### src/rtl/tmo_pkg.sv
package tmo_pkg;

    localparam int REG_W    = 32;
    localparam int MODE_W   = 2;
    localparam int NUM_FIFO = 3;

    typedef enum logic [MODE_W-1:0] {
        MODE_FREE = 2'd0,
        MODE_TXEV = 2'd1,
        MODE_RX0  = 2'd2,
        MODE_RX1  = 2'd3
    } tmo_mode_e;

    typedef enum logic [1:0] {
        ST_OFF     = 2'd0,
        ST_WAIT    = 2'd1,
        ST_RUN     = 2'd2,
        ST_EXPIRED = 2'd3
    } tmo_state_e;

endpackage

### src/rtl/tmo_cfg_reg.sv
module tmo_cfg_reg
    import tmo_pkg::*;
#(
    parameter int CNT_W = 16
) (
    input  logic               clk,
    input  logic               rst_n,
    input  logic               wr_req,
    input  logic [REG_W-1:0]   wdata,
    input  logic               chg_en,
    input  logic               init_on,
    output logic [CNT_W-1:0]   period,
    output logic [CNT_W-1:0]   period_load,
    output tmo_mode_e          mode,
    output logic               en,
    output logic               wr_ok
);
    localparam int PER_LSB = REG_W - CNT_W;

    logic [CNT_W-1:0] new_period;
    logic             unused_wbits;

    assign wr_ok        = wr_req && chg_en && init_on;
    assign new_period   = wdata[REG_W-1:PER_LSB];
    assign period_load  = wr_ok ? new_period : period;
    assign unused_wbits = ^wdata[PER_LSB-1:MODE_W+1];

    always_ff @(posedge clk or negedge rst_n) begin
        if (!rst_n) begin
            period <= '1;
            mode   <= MODE_FREE;
            en     <= 1'b0;
        end else if (wr_ok) begin
            period <= new_period;
            mode   <= tmo_mode_e'(wdata[MODE_W:1]);
            en     <= wdata[0];
        end
    end

endmodule

### src/rtl/tmo_src_sel.sv
module tmo_src_sel
    import tmo_pkg::*;
(
    input  tmo_mode_e            mode,
    input  logic [NUM_FIFO-1:0]  fifo_empty,
    input  logic [NUM_FIFO-1:0]  fifo_store,
    output logic                 fifo_ctl,
    output logic                 sel_empty,
    output logic                 sel_store
);
    logic [NUM_FIFO-1:0] hit;

    for (genvar g = 0; g < NUM_FIFO; g++) begin : g_hit
        assign hit[g] = (mode == tmo_mode_e'(g + 1));
    end

    assign fifo_ctl  = (mode != MODE_FREE);
    assign sel_empty = |(hit & fifo_empty);
    assign sel_store = |(hit & fifo_store);

endmodule

### src/rtl/tmo_fsm.sv
module tmo_fsm
    import tmo_pkg::*;
#(
    parameter int CNT_W = 16
) (
    input  logic               clk,
    input  logic               rst_n,
    input  logic               tick,
    input  logic               en,
    input  logic [CNT_W-1:0]   period,
    input  logic [CNT_W-1:0]   period_load,
    input  logic               cfg_wr_ok,
    input  logic               fifo_ctl,
    input  logic               sel_empty,
    input  logic               sel_store,
    input  logic               cnt_wr,
    input  logic               clr,
    output logic [CNT_W-1:0]   cnt,
    output logic               flag
);
    tmo_state_e state_q, state_d;
    logic       reload;
    logic       last_step;

    // restart condition while running or expired
    assign reload    = fifo_ctl ? (sel_empty && !sel_store) : cnt_wr;
    assign last_step = tick && (cnt <= CNT_W'(1));

    always_comb begin
        state_d = state_q;
        if (cfg_wr_ok || !en) begin
            state_d = ST_OFF;
        end else begin
            unique case (state_q)
                ST_OFF:     state_d = fifo_ctl ? ST_WAIT : ST_RUN;
                ST_WAIT:    if (sel_store) state_d = ST_RUN;
                ST_RUN: begin
                    if (reload)         state_d = fifo_ctl ? ST_WAIT : ST_RUN;
                    else if (last_step) state_d = ST_EXPIRED;
                end
                ST_EXPIRED: if (reload) state_d = fifo_ctl ? ST_WAIT : ST_RUN;
            endcase
        end
    end

    always_ff @(posedge clk or negedge rst_n) begin
        if (!rst_n) state_q <= ST_OFF;
        else        state_q <= state_d;
    end

    always_ff @(posedge clk or negedge rst_n) begin
        if (!rst_n) begin
            cnt  <= '1;
            flag <= 1'b0;
        end else if (cfg_wr_ok || !en) begin
            cnt  <= period_load;
            flag <= 1'b0;
        end else begin
            unique case (state_q)
                ST_OFF, ST_WAIT: begin
                    cnt  <= period;
                    flag <= 1'b0;
                end
                ST_RUN: begin
                    if (reload) begin
                        cnt  <= period;
                        flag <= 1'b0;
                    end else if (last_step) begin
                        cnt  <= '0;
                        flag <= 1'b1;
                    end else begin
                        if (tick) cnt <= cnt - CNT_W'(1);
                        flag <= flag && !clr;
                    end
                end
                ST_EXPIRED: begin
                    if (reload) begin
                        cnt  <= period;
                        flag <= 1'b0;
                    end else begin
                        cnt  <= '0;
                        flag <= flag && !clr;
                    end
                end
            endcase
        end
    end

endmodule

### src/rtl/can_tmo_counter.sv
module can_tmo_counter
    import tmo_pkg::*;
#(
    parameter int CNT_W = 16
) (
    input  logic                 clk,
    input  logic                 rst_n,
    input  logic                 cfg_chg_en,
    input  logic                 init_mode,
    input  logic                 reg_sel,
    input  logic                 reg_wr,
    input  logic [REG_W-1:0]     reg_wdata,
    output logic [REG_W-1:0]     reg_rdata,
    input  logic                 bit_tick,
    input  logic [NUM_FIFO-1:0]  fifo_empty,
    input  logic [NUM_FIFO-1:0]  fifo_store,
    input  logic                 tmo_clr,
    output logic                 tmo_flag
);
    localparam int PER_LSB = REG_W - CNT_W;

    logic [CNT_W-1:0] cfg_period;
    logic [CNT_W-1:0] period_load;
    tmo_mode_e        cfg_mode;
    logic             cfg_en;
    logic             cfg_wr_ok;
    logic             fifo_ctl, sel_empty, sel_store;
    logic [CNT_W-1:0] cnt_q;

    tmo_cfg_reg #(.CNT_W(CNT_W)) u_cfg (
        .clk         (clk),
        .rst_n       (rst_n),
        .wr_req      (reg_wr && !reg_sel),
        .wdata       (reg_wdata),
        .chg_en      (cfg_chg_en),
        .init_on     (init_mode),
        .period      (cfg_period),
        .period_load (period_load),
        .mode        (cfg_mode),
        .en          (cfg_en),
        .wr_ok       (cfg_wr_ok)
    );

    tmo_src_sel u_sel (
        .mode       (cfg_mode),
        .fifo_empty (fifo_empty),
        .fifo_store (fifo_store),
        .fifo_ctl   (fifo_ctl),
        .sel_empty  (sel_empty),
        .sel_store  (sel_store)
    );

    tmo_fsm #(.CNT_W(CNT_W)) u_fsm (
        .clk         (clk),
        .rst_n       (rst_n),
        .tick        (bit_tick),
        .en          (cfg_en),
        .period      (cfg_period),
        .period_load (period_load),
        .cfg_wr_ok   (cfg_wr_ok),
        .fifo_ctl    (fifo_ctl),
        .sel_empty   (sel_empty),
        .sel_store   (sel_store),
        .cnt_wr      (reg_wr && reg_sel),
        .clr         (tmo_clr),
        .cnt         (cnt_q),
        .flag        (tmo_flag)
    );

    always_comb begin
        reg_rdata = '0;
        if (reg_sel) begin
            reg_rdata[CNT_W-1:0] = cnt_q;
        end else begin
            reg_rdata[REG_W-1:PER_LSB] = cfg_period;
            reg_rdata[MODE_W:1]        = cfg_mode;
            reg_rdata[0]               = cfg_en;
        end
    end

endmodule

### config.mk
export PLATFORM = sky130hd
export DESIGN_NAME = can_tmo_counter
export DESIGN_NICKNAME = d
export VERILOG_FILES = /design/src/rtl/tmo_pkg.sv /design/src/rtl/tmo_cfg_reg.sv /design/src/rtl/tmo_src_sel.sv /design/src/rtl/tmo_fsm.sv /design/src/rtl/can_tmo_counter.sv
export SDC_FILE = /design/constraint.sdc
export NUM_CORES = 1
export LEC_CHECK = 0
export ABC_CLOCK_PERIOD_IN_PS = 2900
export BUFFER_PORTS_ARGS = -buffer_cell sky130_fd_sc_hd__buf_2
export CORE_UTILIZATION = 51
export DETAILED_ROUTE_END_ITERATION = 8
export PLACE_DENSITY = 0.8
export SLEW_MARGIN = 20
export SYNTH_ARGS = -nofsm -noshare
export SYNTH_HDL_FRONTEND = slang
export SYNTH_SLANG_ARGS = --single-unit
### constraint.sdc
create_clock -name clk -period 2.9 [get_ports clk]
set_input_delay 0 -clock clk [delete_from_list [all_inputs] [get_ports clk]]
set_output_delay 0 -clock clk [all_outputs]
set_load 0.1 [all_outputs]
After elaboration in Yosys (flattened, before gate mapping)
Index checks and enable logic that the tools add are counted.

Register bits after elaboration: 38. Bits of input ports: 46. Output and inout port bits: 33. Logic and storage cells: 61.

Add/sub/neg operators: 1. Magnitude comparators: 1. Eq/ne operators: 10. Multiplexer cells: 23. Bitwise gates (word level): 2. Reductions and logical operators: 18.

Operator list (count): $mux W16 (7); $pmux W16 S3 (1); $le A16 B1 Y1 const B (1); $sub A16 B1 Y16 const B (1); $mux W13 (1); $mux W2 (6); $eq A2 B2 Y1 const B (4); $pmux W2 S4 (1); $logic_and A1 B1 Y1 (7); $and A3 B3 Y3 (2); $ne A3 B1 Y1 const B (2); $reduce_or A3 Y1 (2); $mux W1 (5); $ne A5 B2 Y1 const B (1); $eq A2 B1 Y1 const B (2); $logic_not A1 Y1 (4); $ne A4 B1 Y1 const B (1); $mux W3 (1); $pmux W1 S3 (1); $reduce_and A3 Y1 (1); $logic_not A2 Y1 (1); $reduce_bool A2 Y1 (1); $reduce_or A2 Y1 (1); $logic_or A1 B1 Y1 (1).

Depth between registers and ports, before layout
Gate-level depths: netlist of run 1.

Word-level depth: 9. Mapped depth: 9. Gate-level depth less buffers: 7.

By module
From an unflattened synthesis of run 1, not the netlist that was laid out.

Cells, all modules: 257. Area, all modules: 2556.2 um2.

Modules (own cells, without submodules): tmo_fsm (times used 1, cells each 172, area each 1443.9 um2); tmo_cfg_reg (times used 1, cells each 42, area each 817.0 um2); can_tmo_counter (times used 1, cells each 37, area each 242.7 um2); tmo_src_sel (times used 1, cells each 6, area each 52.6 um2).

Worst setup path before layout of run 1
Ideal clock, no wire load.

Path type: register to register. Start point: reg u_fsm.cnt[12]. End point: reg u_fsm.cnt[11]. Setup time: 0.080 ns. Data arrival time: 2.299 ns. Path slack: 0.522 ns. Cell stages (with the launch flop): 7. Period minus slack after synthesis: 2.378 ns. Path through: dfstp_2 > or4_1 > or4_4 > o211a_1 > buf_6 > a221o_1 > a32o_1.

Word-level cells in the longest chain between the ends: 6.

RTL lines: start: declaration (RTL line tmo_fsm.sv:18) `output logic [CNT_W-1:0] cnt,`; start signal: assignment (RTL line tmo_fsm.sv:56) `cnt <= period_load;`; start signal: assignment (RTL line tmo_fsm.sv:61) `cnt <= period;`; start signal: assignment (RTL line tmo_fsm.sv:66) `cnt <= period;`; $le A16 B1 Y1 (*) (RTL line tmo_fsm.sv:27) `assign last_step = tick && (cnt <= CNT_W'(1));`; $logic_and A1 B1 Y1 (*) (RTL line tmo_fsm.sv:27); $mux W16 (RTL line tmo_fsm.sv:68) `end else if (last_step) begin`; $mux W16 (RTL line tmo_fsm.sv:65) `if (reload) begin`; $pmux W16 S3 (RTL line tmo_fsm.sv:59) `unique case (state_q)`; $mux W16 (RTL line tmo_fsm.sv:55) `end else if (cfg_wr_ok || !en) begin`.

Every way passes the cells marked *; elsewhere a longest branch is shown, timed or not. A chain may end at the register's enable or synchronous reset.

Final worst setup path of run 1
Start point: reg u_fsm.cnt[6]. End point: reg u_fsm.cnt[7].

Word-level cells in the longest chain between the ends: 6.

RTL lines (RTL line): $sub A16 B1 Y16 / $le A16 B1 Y1 (equally long branches) (tmo_fsm.sv:72, tmo_fsm.sv:27); $mux W16 / $logic_and A1 B1 Y1 (equally long branches) (tmo_fsm.sv:72, tmo_fsm.sv:27); $mux W16 (tmo_fsm.sv:68); $mux W16 (tmo_fsm.sv:65); $pmux W16 S3 (tmo_fsm.sv:59); $mux W16 (tmo_fsm.sv:55).

Parallel ways exist; a longest one is shown, timed or not. The select of a mux whose other input is x is not followed.

==> results of run 1 <==
## synthesized netlist by cell type, types with 2 or more instances
library cell	number	area share
a2111oi_0	2	0.0071
a211oi_1	3	0.0091
a21oi_1	7	0.014
a221oi_1	15	0.053
a32o_1	2	0.0081
and2_1	14	0.035
clkbuf_1	19	0.029
dfrtp_1	6	0.060
dfstp_2	32	0.34
ha_1	5	0.025
inv_1	8	0.012
mux2_2	4	0.018
nand2_1	64	0.097
nand2b_1	5	0.013
nand3_1	2	0.0040
nor2_1	18	0.027
nor2b_1	16	0.040
nor3_1	6	0.012
nor4_1	5	0.013
o21ai_0	12	0.024
o22ai_1	11	0.028
or4_1	4	0.012
xor2_1	10	0.035
## worst paths after layout
kind                       depth (start not counted)  slack [ns]                           end
max in group asynchronous                          2        2.03     u_cfg.mode[1]$_DFFE_PN0P_
min reg2reg                                        2        0.48    u_cfg.period[13]$_DFF_PN1_
max reg2reg                                        6        0.38      u_fsm.cnt[7]$_DFFE_PN1P_
min                                                3        0.02          u_fsm.flag$_DFF_PN0_
min in group asynchronous                          2        0.35  u_fsm.state_q[1]$_DFFE_PN0P_
max                                                6        0.38      u_fsm.cnt[7]$_DFFE_PN1P_
## power breakdown
part | total [mW] | switching (mW) | internal [mW]
Sequential | 0.971 | 0.202 | 0.768
Clock | 0.454 | 0.201 | 0.253
Combinational | 1.43 | 1.02 | 0.416
Total | 2.86 | 1.42 | 1.44
## stage by stage
| stage | cells | area, um^2 | hold slack [ns] | setup WS [ns] | utilization |
|---|---|---|---|---|---|
| floorplan | 293 | 2480 | -0.296 | 0.522 | - |
| global placement | 398 | 2840 | 0.144 | 0.428 | 0.606 |
| detailed placement | 398 | 2840 | 0.151 | 0.426 | 0.606 |
| CTS | 426 | 3150 | 0.0100 | 0.401 | 0.672 |
| global route | 426 | 3150 | 0.0272 | 0.300 | 0.672 |
| finish | 426 | 3150 | 0.0155 | 0.382 | 0.672 |
## placed cells by master (no fill, tap or decap), types with 2 or more instances in the layout
cell,Yosys,routed
dfstp_2,32,32
a221oi_1,15,15
a32o_1,2,2
nand3_1,2,2
clkinv_2,0,2
a2111oi_0,2,2
and2_1,14,14
clkbuf_8,0,5
a211oi_1,3,3
ha_1,5,5
nor4_1,5,5
nor2_1,18,18
mux2_2,4,4
dfrtp_1,6,6
or4_1,4,4
xor2_1,10,10
nor2b_1,16,16
o22ai_1,11,11
nand2_1,64,64
buf_4,0,7
inv_1,8,8
dlygate4sd3_1,0,20
nor3_1,6,6
a21oi_1,7,7
nand2b_1,5,5
buf_2,1,65
o21ai_0,12,11
## state kept, by name (all words and copies together) (netlist names)
register / cells
u_fsm.cnt: 16
u_fsm.flag: 1
u_cfg.en: 1
u_cfg.period: 16
u_cfg.mode: 2
u_fsm.state_q: 2
## final cells by class
cell class / count / area (um^2)
Clock buffer: 5 / 68.8
Clock inverter: 3 / 40.0
Fill cell: 397 / 1540
Inverter: 8 / 30.0
Multi-Input combinational cell: 226 / 1380
Sequential cell: 38 / 991
Tap cell: 54 / 67.6
Timing Repair Buffer: 92 / 578
## layer usage
layer	global-route usage	up-vias
met5	0	-
met4	0.0850	0
met3	0.0436	7
met2	0.447	68
met1	0.365	1196
li1	-	1202
## cells by family after synthesis
kind of cell,count (synthesis),synth area share
adder cells (fa/ha/maj),5,0.0252
AND/OR/NAND/NOR,144,0.287
XOR/XNOR,10,0.0352
multiplexers,6,0.0312
flip-flops,38,0.399
AO/OA/AOI/OAI,61,0.176
buffers and inverters,29,0.0473
## critical path: stages (launching register included)
cell and delay, ns:
dfstp_2 0.40, or4_1 0.68, or2_2 0.40, o211a_1 0.35, buf_4 0.22, a221oi_1 0.29, nor2_1 0.09
## what timing repair did
action                     in CTS  in global routing
setup endpoints to repair       0                  0
buffers inserted                0                  0
hold buffers                   20                  0
hold endpoints to repair       27                  0
==> results.txt, run 1 <==
Post_cts resized: 0
Clock Sinks: 38
Buffer depth of the longest clock path: 2
Minimum clock period: 2.52 ns
Worst R2R Start: u_fsm.cnt[6]$_DFFE_PN1P_
Max Used Layer: met4
Max-cap violations: 0
Number of global-route vias before repair: 2297
RSZ-0062 raised after global routing: no
Via count: 2473
WL final: 6.48 mm
CP Launch Point: u_fsm.cnt[6]$_DFFE_PN1P_
Core Region: 4690 um^2
CP Data Required Time: 3.12 ns
Pin count of the biggest net entering global routing: 39
Unique masters post-synth: 46
Worst slew pin tran: 0.849 ns
Hold Crit Start: tmo_clr
Number of synthesized flops with an enable pin: 0
DRC errors left: 0
GR Overflow Total: 0
Synthesized instance count: 293
Tcrit/Tclk final: 0.868
Run status: finished, final reports clean
Detail Placement HPWL: 4.41 mm
1st-iter DRT viols: 166
Hold Vio Cnt, Final: 0
Arrival time worst endpoint: 2.74 ns
WS Path Type: reg -> reg
Antenna viol nets, final: 0
Row cnt: 25
Initial antenna violation count: 0
Startpoint types: register
Flops & latches, synth: 38
Vias per cell: 5.81
Seq/Total Area, Yosys: 0.399
Area Growth Syn to Fin: 26.8%
Die X-Extent: 71.8 um
Syn_nets: 344
Mean Syn Cell Area: 8.48 um^2
Root Driver: clkbuf_8
H-Tree Depth: 2
Total Routing Usage GR: 0.270
Worst-path clk slew: 0.08 ns
Slew Limit Fails: 0
# IOs: 79
LEAKAGE: 1.47 nW
Fraction of layout cells with a size suffix above 1: 0.323
Number of CTS-inserted buffers: 5
CTS tree: yes
Worst Skew: 0.00499 ns
Crit path max fanout: 10
P per Cell Area: 906 nW/um^2
Power, Total: 2.86 mW
Worst hold path type: in -> reg
First-pass GRT wire length: 10.8 mm
Relative slew slack: 0.434
Die footprint: 5160 um^2
Initial Utilization: 0.530
Post-synth ARST share: 1.00
F_max: 397 MHz
Met3 WL: 273 um
Port Buffer Count: 65
DRT met1 WL: 2.92 mm
Final setup viols: 0
Peak VDD IR: 0.000533 V
Clk_lat worst skew: 0.30 ns
DRT Pass-1 Iters: 4
Routability cong.: 0.865
Main flop type after synthesis: dfstp_2
Mapped Area: 2480 um^2
Met2 wire len: 3.23 mm
Yosys warning count: 0
Fin Setup TNS: 0 ns
Routed len/inst: 15.2 um
Setup crit end kind: register
Ant diodes: 0
Die height: 71.8 um
Fin nets: 422
Note: power is estimated with default switching activity, not from simulation.
==> run 2: changes to the inputs <==
--- a/config.mk
+++ b/config.mk
@@ -9,7 +9,8 @@
 export BUFFER_PORTS_ARGS = -buffer_cell sky130_fd_sc_hd__buf_2
 export CORE_UTILIZATION = 51
 export DETAILED_ROUTE_END_ITERATION = 8
-export PLACE_DENSITY = 0.8
+export PLACE_DENSITY = 0.85
+export RECOVER_POWER = 100
 export SLEW_MARGIN = 20
 export SYNTH_ARGS = -nofsm -noshare
 export SYNTH_HDL_FRONTEND = slang
==> run 2 against run 1 <==
  * The run now ends with max-capacitance violations, max-slew violations left
  * Core utilization decreased by 1.6 points
  * Power decreased by 3.9%
  * Clock power decreased by 23%
  * Critical path type unchanged
  * Largest cell class unchanged
  * Highest routed layer unchanged
==> results.txt, run 2 (same netlist as run 1, synthesis figures left out) <==
RSZ-0062 raised after global routing: no
GR Overflow Total: 0
Routability cong.: 0.854
Initial Utilization: 0.530
Worst-path clk slew: 0.07 ns
Clk_lat worst skew: 0.29 ns
Post CTS Setup Buffer Count: 0
Final setup viols: 0
Commonest non-fill, non-tap cell in the layout: nand2_1
Worst hold path type: in -> reg
F_max: 374 MHz
Detail Placement HPWL: 4.33 mm
FF-to-FF path depth: 6
Post-route core utilization: 0.656
Crit path max fanout: 10
Die footprint: 5160 um^2
Fin Setup TNS: 0 ns
Worst Skew: 0.00532 ns
Net Sw Frac: 0.517
Tcrit/Tclk final: 0.922
Most frequent cells in the layout: nand2_1 (64), clkbuf_1 (36), dfstp_2 (31)
Routed len/inst: 15.6 um
Number of CTS-inserted buffers: 5
Die X-Extent: 71.8 um
Clock Sinks: 38
Buffer depth of the longest clock path: 2
Failing checks: max-capacitance violations, max-slew violations
Most common cell on crit path: or4_1
Clock power share: 0.127
DRT Pass-1 Iters: 4
# IOs: 79
CP Data Required Time: 3.11 ns
Fin nets: 423
Pin count of the biggest net entering global routing: 39
Run status: complete, but fails checks
Total Routing Usage GR: 0.286
Design Area, Final: 3080 um^2
Gate power share: 0.520
Biggest registers after layout: u_cfg.period x16, u_fsm.cnt x16
DRC errors left: 0
DP Area: 2850 um^2
H-Tree Depth: 2
Peak VDD IR: 0.000568 V
Net Sw Power: 1.42 mW
Area Growth Syn to Fin: 23.9%
Minimum clock period: 2.67 ns
Startpoint types: register
Setup crit end kind: register
Ant diodes: 0
CTS tree: yes
LEAKAGE: 1.32 nW
Core Region: 4690 um^2
Worst path max stage delay: 0.59 ns
P per Cell Area: 892 nW/um^2
WS Path Type: reg -> reg
Hold Vio Cnt, Final: 0
Internal Power: 1.33 mW
Antenna viol nets, final: 0
Arrival time worst endpoint: 2.89 ns
Fraction of layout cells with a size suffix above 1: 0.220
Die height: 71.8 um
Initial antenna violation count: 0
Relative slew slack: -0.345
Max-cap violations: 1
Critical path, cell by cell: or4_1, or4_1, o211a_1, buf_4, a221oi_1, nor2_1
Number of global-route vias before repair: 2448
Post-CTS Hold Fix Bufs: 20
Port Buffer Count: 65
Power, Total: 2.74 mW
1st-iter DRT viols: 193
Via count: 2516
Cell count of the worst hold path: 3
Row cnt: 25
Vias per cell: 5.91
First-pass GRT wire length: 11.4 mm
Slowest-stage cell, CP: or4_1
Reg power frac: 0.353
Worst slew pin tran: 2.02 ns
Post_cts resized: 0
Slew Limit Fails: 39
Root Driver: clkbuf_8
WL final: 6.65 mm
-- run 2: cell types whose count changed in the layout (fill, tap and decap cells not counted) --
cell / delta
or4_1: +1
dfstp_1: +1
or4_4: -1
dfstp_2: -1
buf_2: -35
clkbuf_1: +36
bufinv_16: -1
-- run 2: worst paths after layout --
kind / from / slack (ns) / endpoint
worst max register to register: u_fsm.cnt[12]$_DFFE_PN1P_ / 0.23 / u_fsm.cnt[1]$_DFFE_PN1P_
worst min-delay path: tmo_clr / 0.04 / u_fsm.flag$_DFF_PN0_
worst min register to register: u_cfg.period[13]$_DFF_PN1_ / 0.48 / u_cfg.period[13]$_DFF_PN1_
min in group asynchronous: rst_n / 0.83 / u_fsm.state_q[1]$_DFFE_PN0P_
worst max-delay path: u_fsm.cnt[12]$_DFFE_PN1P_ / 0.23 / u_fsm.cnt[1]$_DFFE_PN1P_
max in group asynchronous: rst_n / 0.93 / u_cfg.mode[0]$_DFFE_PN0P_
-- run 2: layout make-up --
class                      count  area [um^2]
clock inverter                 2         10.0
sequential                    38          991
inverter                       8         30.0
timing repair buffer          93          538
fill                         396         1610
multi-input combinational    226         1370
tap                           54         67.6
clock buffer                   5         68.8
-- run 2: layer usage --
metal	track usage	share of wire
met4	0.126	0.022
met2	0.469	0.49
met3	0.0549	0.046
met1	0.371	0.44
met5	0	0
-- run 2: critical path: cells and delay by family, from the launching register on --
family          cells  cell delay (ns)
simple gates        3             1.26
compound gates      2             0.67
buf+inv             1             0.23
flops               1             0.42
-- run 2: through the flow --
stage	setup WS, ns	hold WS [ns]	cells
finish	0.226	0.0363	426
floorplan	0.522	-0.296	293
global route	0.127	0.0461	426
detailed placement	0.358	0.148	399
CTS	0.333	0.0273	426
global placement	0.434	0.140	399
-- run 2: power by group through the flow --
stage          Combinational (mW)  Clock (mW)  Sequential [mW]
2_1_floorplan                1.20           0            0.897
3_3_place_gp                 1.38           0            0.965
3_5_place_dp                 1.40           0            0.972
4_1_cts                      1.44       0.357            0.965
5_1_grt                      1.53       0.383             1.00
6_report                     1.43       0.348            0.969
==> run 3: changes to the inputs <==
--- a/config.mk
+++ b/config.mk
@@ -9,8 +9,9 @@
 export BUFFER_PORTS_ARGS = -buffer_cell sky130_fd_sc_hd__buf_2
 export CORE_UTILIZATION = 51
 export DETAILED_ROUTE_END_ITERATION = 8
-export PLACE_DENSITY = 0.85
+export PLACE_DENSITY = 0.82
 export RECOVER_POWER = 100
+export SETUP_SLACK_MARGIN = 0.15
 export SLEW_MARGIN = 20
 export SYNTH_ARGS = -nofsm -noshare
 export SYNTH_HDL_FRONTEND = slang
==> constraint.sdc (replaced) <==
create_clock -name clk -period 2.9 [get_ports clk]
set_input_delay 0.435 -clock clk [delete_from_list [all_inputs] [get_ports clk]]
set_output_delay 0.435 -clock clk [all_outputs]
set_load 0.1 [all_outputs]
==> run 3 against run 2 <==
  * The run still ends with max-capacitance violations, max-slew violations left
  * Sequential cell count did not move
  * Combinational power about the same
  * Cell area is 3.7% lower
  * Via count down 3.5%
  * Worst hold slack improved by 0.29 ns
  * Power up 6.4%
  * Clock skew rose by 0.00064 ns
  * Fmax is 2.2% higher
  * Clock power increased by 53%
  * Sequential share of layout area grew 1.2 points
  * Count of clock-buffer cells in the layout grew 2
  * Critical endpoint is now u_fsm.cnt[0]$_DFFE_PN1P_
==> results.txt, run 3 (same netlist as run 1, synthesis figures left out) <==
Final setup viols: 0
Reg-to-reg endpoint: u_fsm.cnt[0]$_DFFE_PN1P_
Ant diodes: 0
FF-to-FF path depth: 6
Startpoint types: register
Fin Setup TNS: 0 ns
Post-route core utilization: 0.632
1st-iter DRT viols: 206
Worst path max stage delay: 0.55 ns
Slew Limit Fails: 39
Failing checks: max-capacitance violations, max-slew violations
Total Routing Usage GR: 0.267
Peak VDD IR: 0.000558 V
RSZ-0062 raised after global routing: no
# IOs: 79
DRC errors left: 0
WL final: 6.62 mm
Row cnt: 25
P per Cell Area: 985 nW/um^2
Placed instance count: 400
Root Driver: clkbuf_8
Fillers: 419
Number of global-route vias before repair: 2273
Fin nets: 404
Routed len/inst: 16.2 um
Net Sw Frac: 0.490
GR Overflow Total: 0
Port Buffer Count: 65
Die footprint: 5160 um^2
CTS tree: yes
First-pass GRT wire length: 10.7 mm
Setup crit end kind: register
Clock power share: 0.182
Hold Crit Start: reg_wdata[2]
Net Sw Power: 1.43 mW
Gate power share: 0.483
Worst-path clk slew: 0.08 ns
Slowest-stage cell, CP: or4_1
WS Path Type: reg -> reg
Post-CTS Hold Fix Bufs: 0
Die X-Extent: 71.8 um
Post_cts resized: 0
Die height: 71.8 um
Worst Skew: 0.00596 ns
Number of CTS-inserted buffers: 5
Internal Power: 1.49 mW
H-Tree Depth: 2
Commonest non-fill, non-tap cell in the layout: nand2_1
Critical Path Stages: 6
Clk_lat worst skew: 0.30 ns
Critical path, cell by cell: or4_1, or4_4, o211a_1, clkbuf_1, a221oi_1, nor2_1
Worst hold path type: in -> reg
Pin count of the biggest net entering global routing: 39
Area Growth Syn to Fin: 19.3%
Hold Vio Cnt, Final: 0
CP Data Required Time: 3.12 ns
Design Area, Final: 2970 um^2
DRT Pass-1 Iters: 4
Hold EP: u_cfg.mode[1]$_DFFE_PN0P_
Antenna viol nets, final: 0
Buffer depth of the longest clock path: 2
Sequential cell area: 991 um^2
LEAKAGE: 1.31 nW
WP buf/inv: 1
Cell count of the worst hold path: 3
Worst slew pin tran: 2.09 ns
Core Region: 4690 um^2
Tcrit/Tclk final: 0.902
Top delay family on crit path: simple AND/OR/NAND/NOR gates
Biggest registers after layout: u_cfg.period x16, u_fsm.cnt x16
Reg power frac: 0.335
Worst R2R Start: u_fsm.cnt[12]$_DFFE_PN1P_
Clock Sinks: 38
Crit path max fanout: 10
Multi-input logic area: 1380 um^2
Max-cap violations: 1
Post CTS Setup Buffer Count: 0
Worst R2R Setup Slack: 0.28 ns
Via count: 2428
Initial antenna violation count: 0
Vias per cell: 5.95
Minimum clock period: 2.62 ns
Arrival time worst endpoint: 2.84 ns
Run status: complete, but fails checks
Most frequent cells in the layout: nand2_1 (64), dfstp_2 (32), buf_2 (31)
F_max: 382 MHz
Fraction of layout cells with a size suffix above 1: 0.282
DP Area: 2860 um^2
Initial Utilization: 0.530
Detail Placement HPWL: 4.45 mm
Final std cells w/o fill: 408
Relative slew slack: -0.395
Routability cong.: 0.816
==> run 3: cell count changes in the layout (fill, tap and decap cells not counted), sizes merged <==
cell | before | now
clkinv | 2 | 0
clkbuf | 41 | 40
dlygate4sd3 | 20 | 0
bufinv | 0 | 1
buf | 37 | 41
==> run 3: layout make-up <==
class	count	share of cell area
clock buffer	7	0.0363
timing repair buffer	74	0.122
tap	54	0.0228
multi-input combinational	226	0.464
sequential	38	0.334
inverter	8	0.0101
clock inverter	1	0.0101
==> run 3: metal layers <==
layer | track usage | part of all wire | up-vias
li1 | - | - | 1154
met1 | 0.355 | 0.44 | 1170
met2 | 0.439 | 0.49 | 95
met3 | 0.0464 | 0.057 | 9
met4 | 0.0980 | 0.015 | 0
met5 | 0 | 0 | -
==> run 3: how the worst max path moves through the flow <==
stage | to | startpoint
2_1_floorplan | reg_rdata[16] | reg_sel
3_3_place_gp | u_fsm.cnt[11]$_DFFE_PN1P_ | u_fsm.cnt[12]$_DFFE_PN1P_
3_5_place_dp | u_fsm.cnt[3]$_DFFE_PN1P_ | u_fsm.cnt[12]$_DFFE_PN1P_
4_1_cts | u_fsm.cnt[5]$_DFFE_PN1P_ | u_fsm.cnt[12]$_DFFE_PN1P_
5_1_grt | u_fsm.cnt[5]$_DFFE_PN1P_ | u_fsm.cnt[12]$_DFFE_PN1P_
6_report | u_fsm.cnt[0]$_DFFE_PN1P_ | u_fsm.cnt[12]$_DFFE_PN1P_
==> run 3: worst register-to-register path, cell delays in order (launching register included) <==
cell and delay (ns):
dfstp_2 0.40, or4_1 0.55, or4_4 0.54, o211a_1 0.37, clkbuf_1 0.27, a221oi_1 0.31
nor2_1 0.10
==> run 3: per-stage QoR <==
step	hold slack [ns]	power, mW	setup WS (ns)
6_report	0.324	2.92	0.284
5_1_grt	0.336	3.08	0.117
4_1_cts	0.275	2.93	0.357
3_5_place_dp	0.466	2.39	0.388
3_3_place_gp	0.462	2.35	0.394
2_1_floorplan	0.139	2.10	0.300
==> run 3: power groups by stage <==
stage	registers (mW)	logic, mW	clock network (mW)
after floorplan	0.897	1.20	0
after global placement	0.966	1.39	0
after detailed placement	0.974	1.41	0
after CTS	0.968	1.42	0.536
after global routing	1.00	1.51	0.559
final	0.977	1.41	0.531
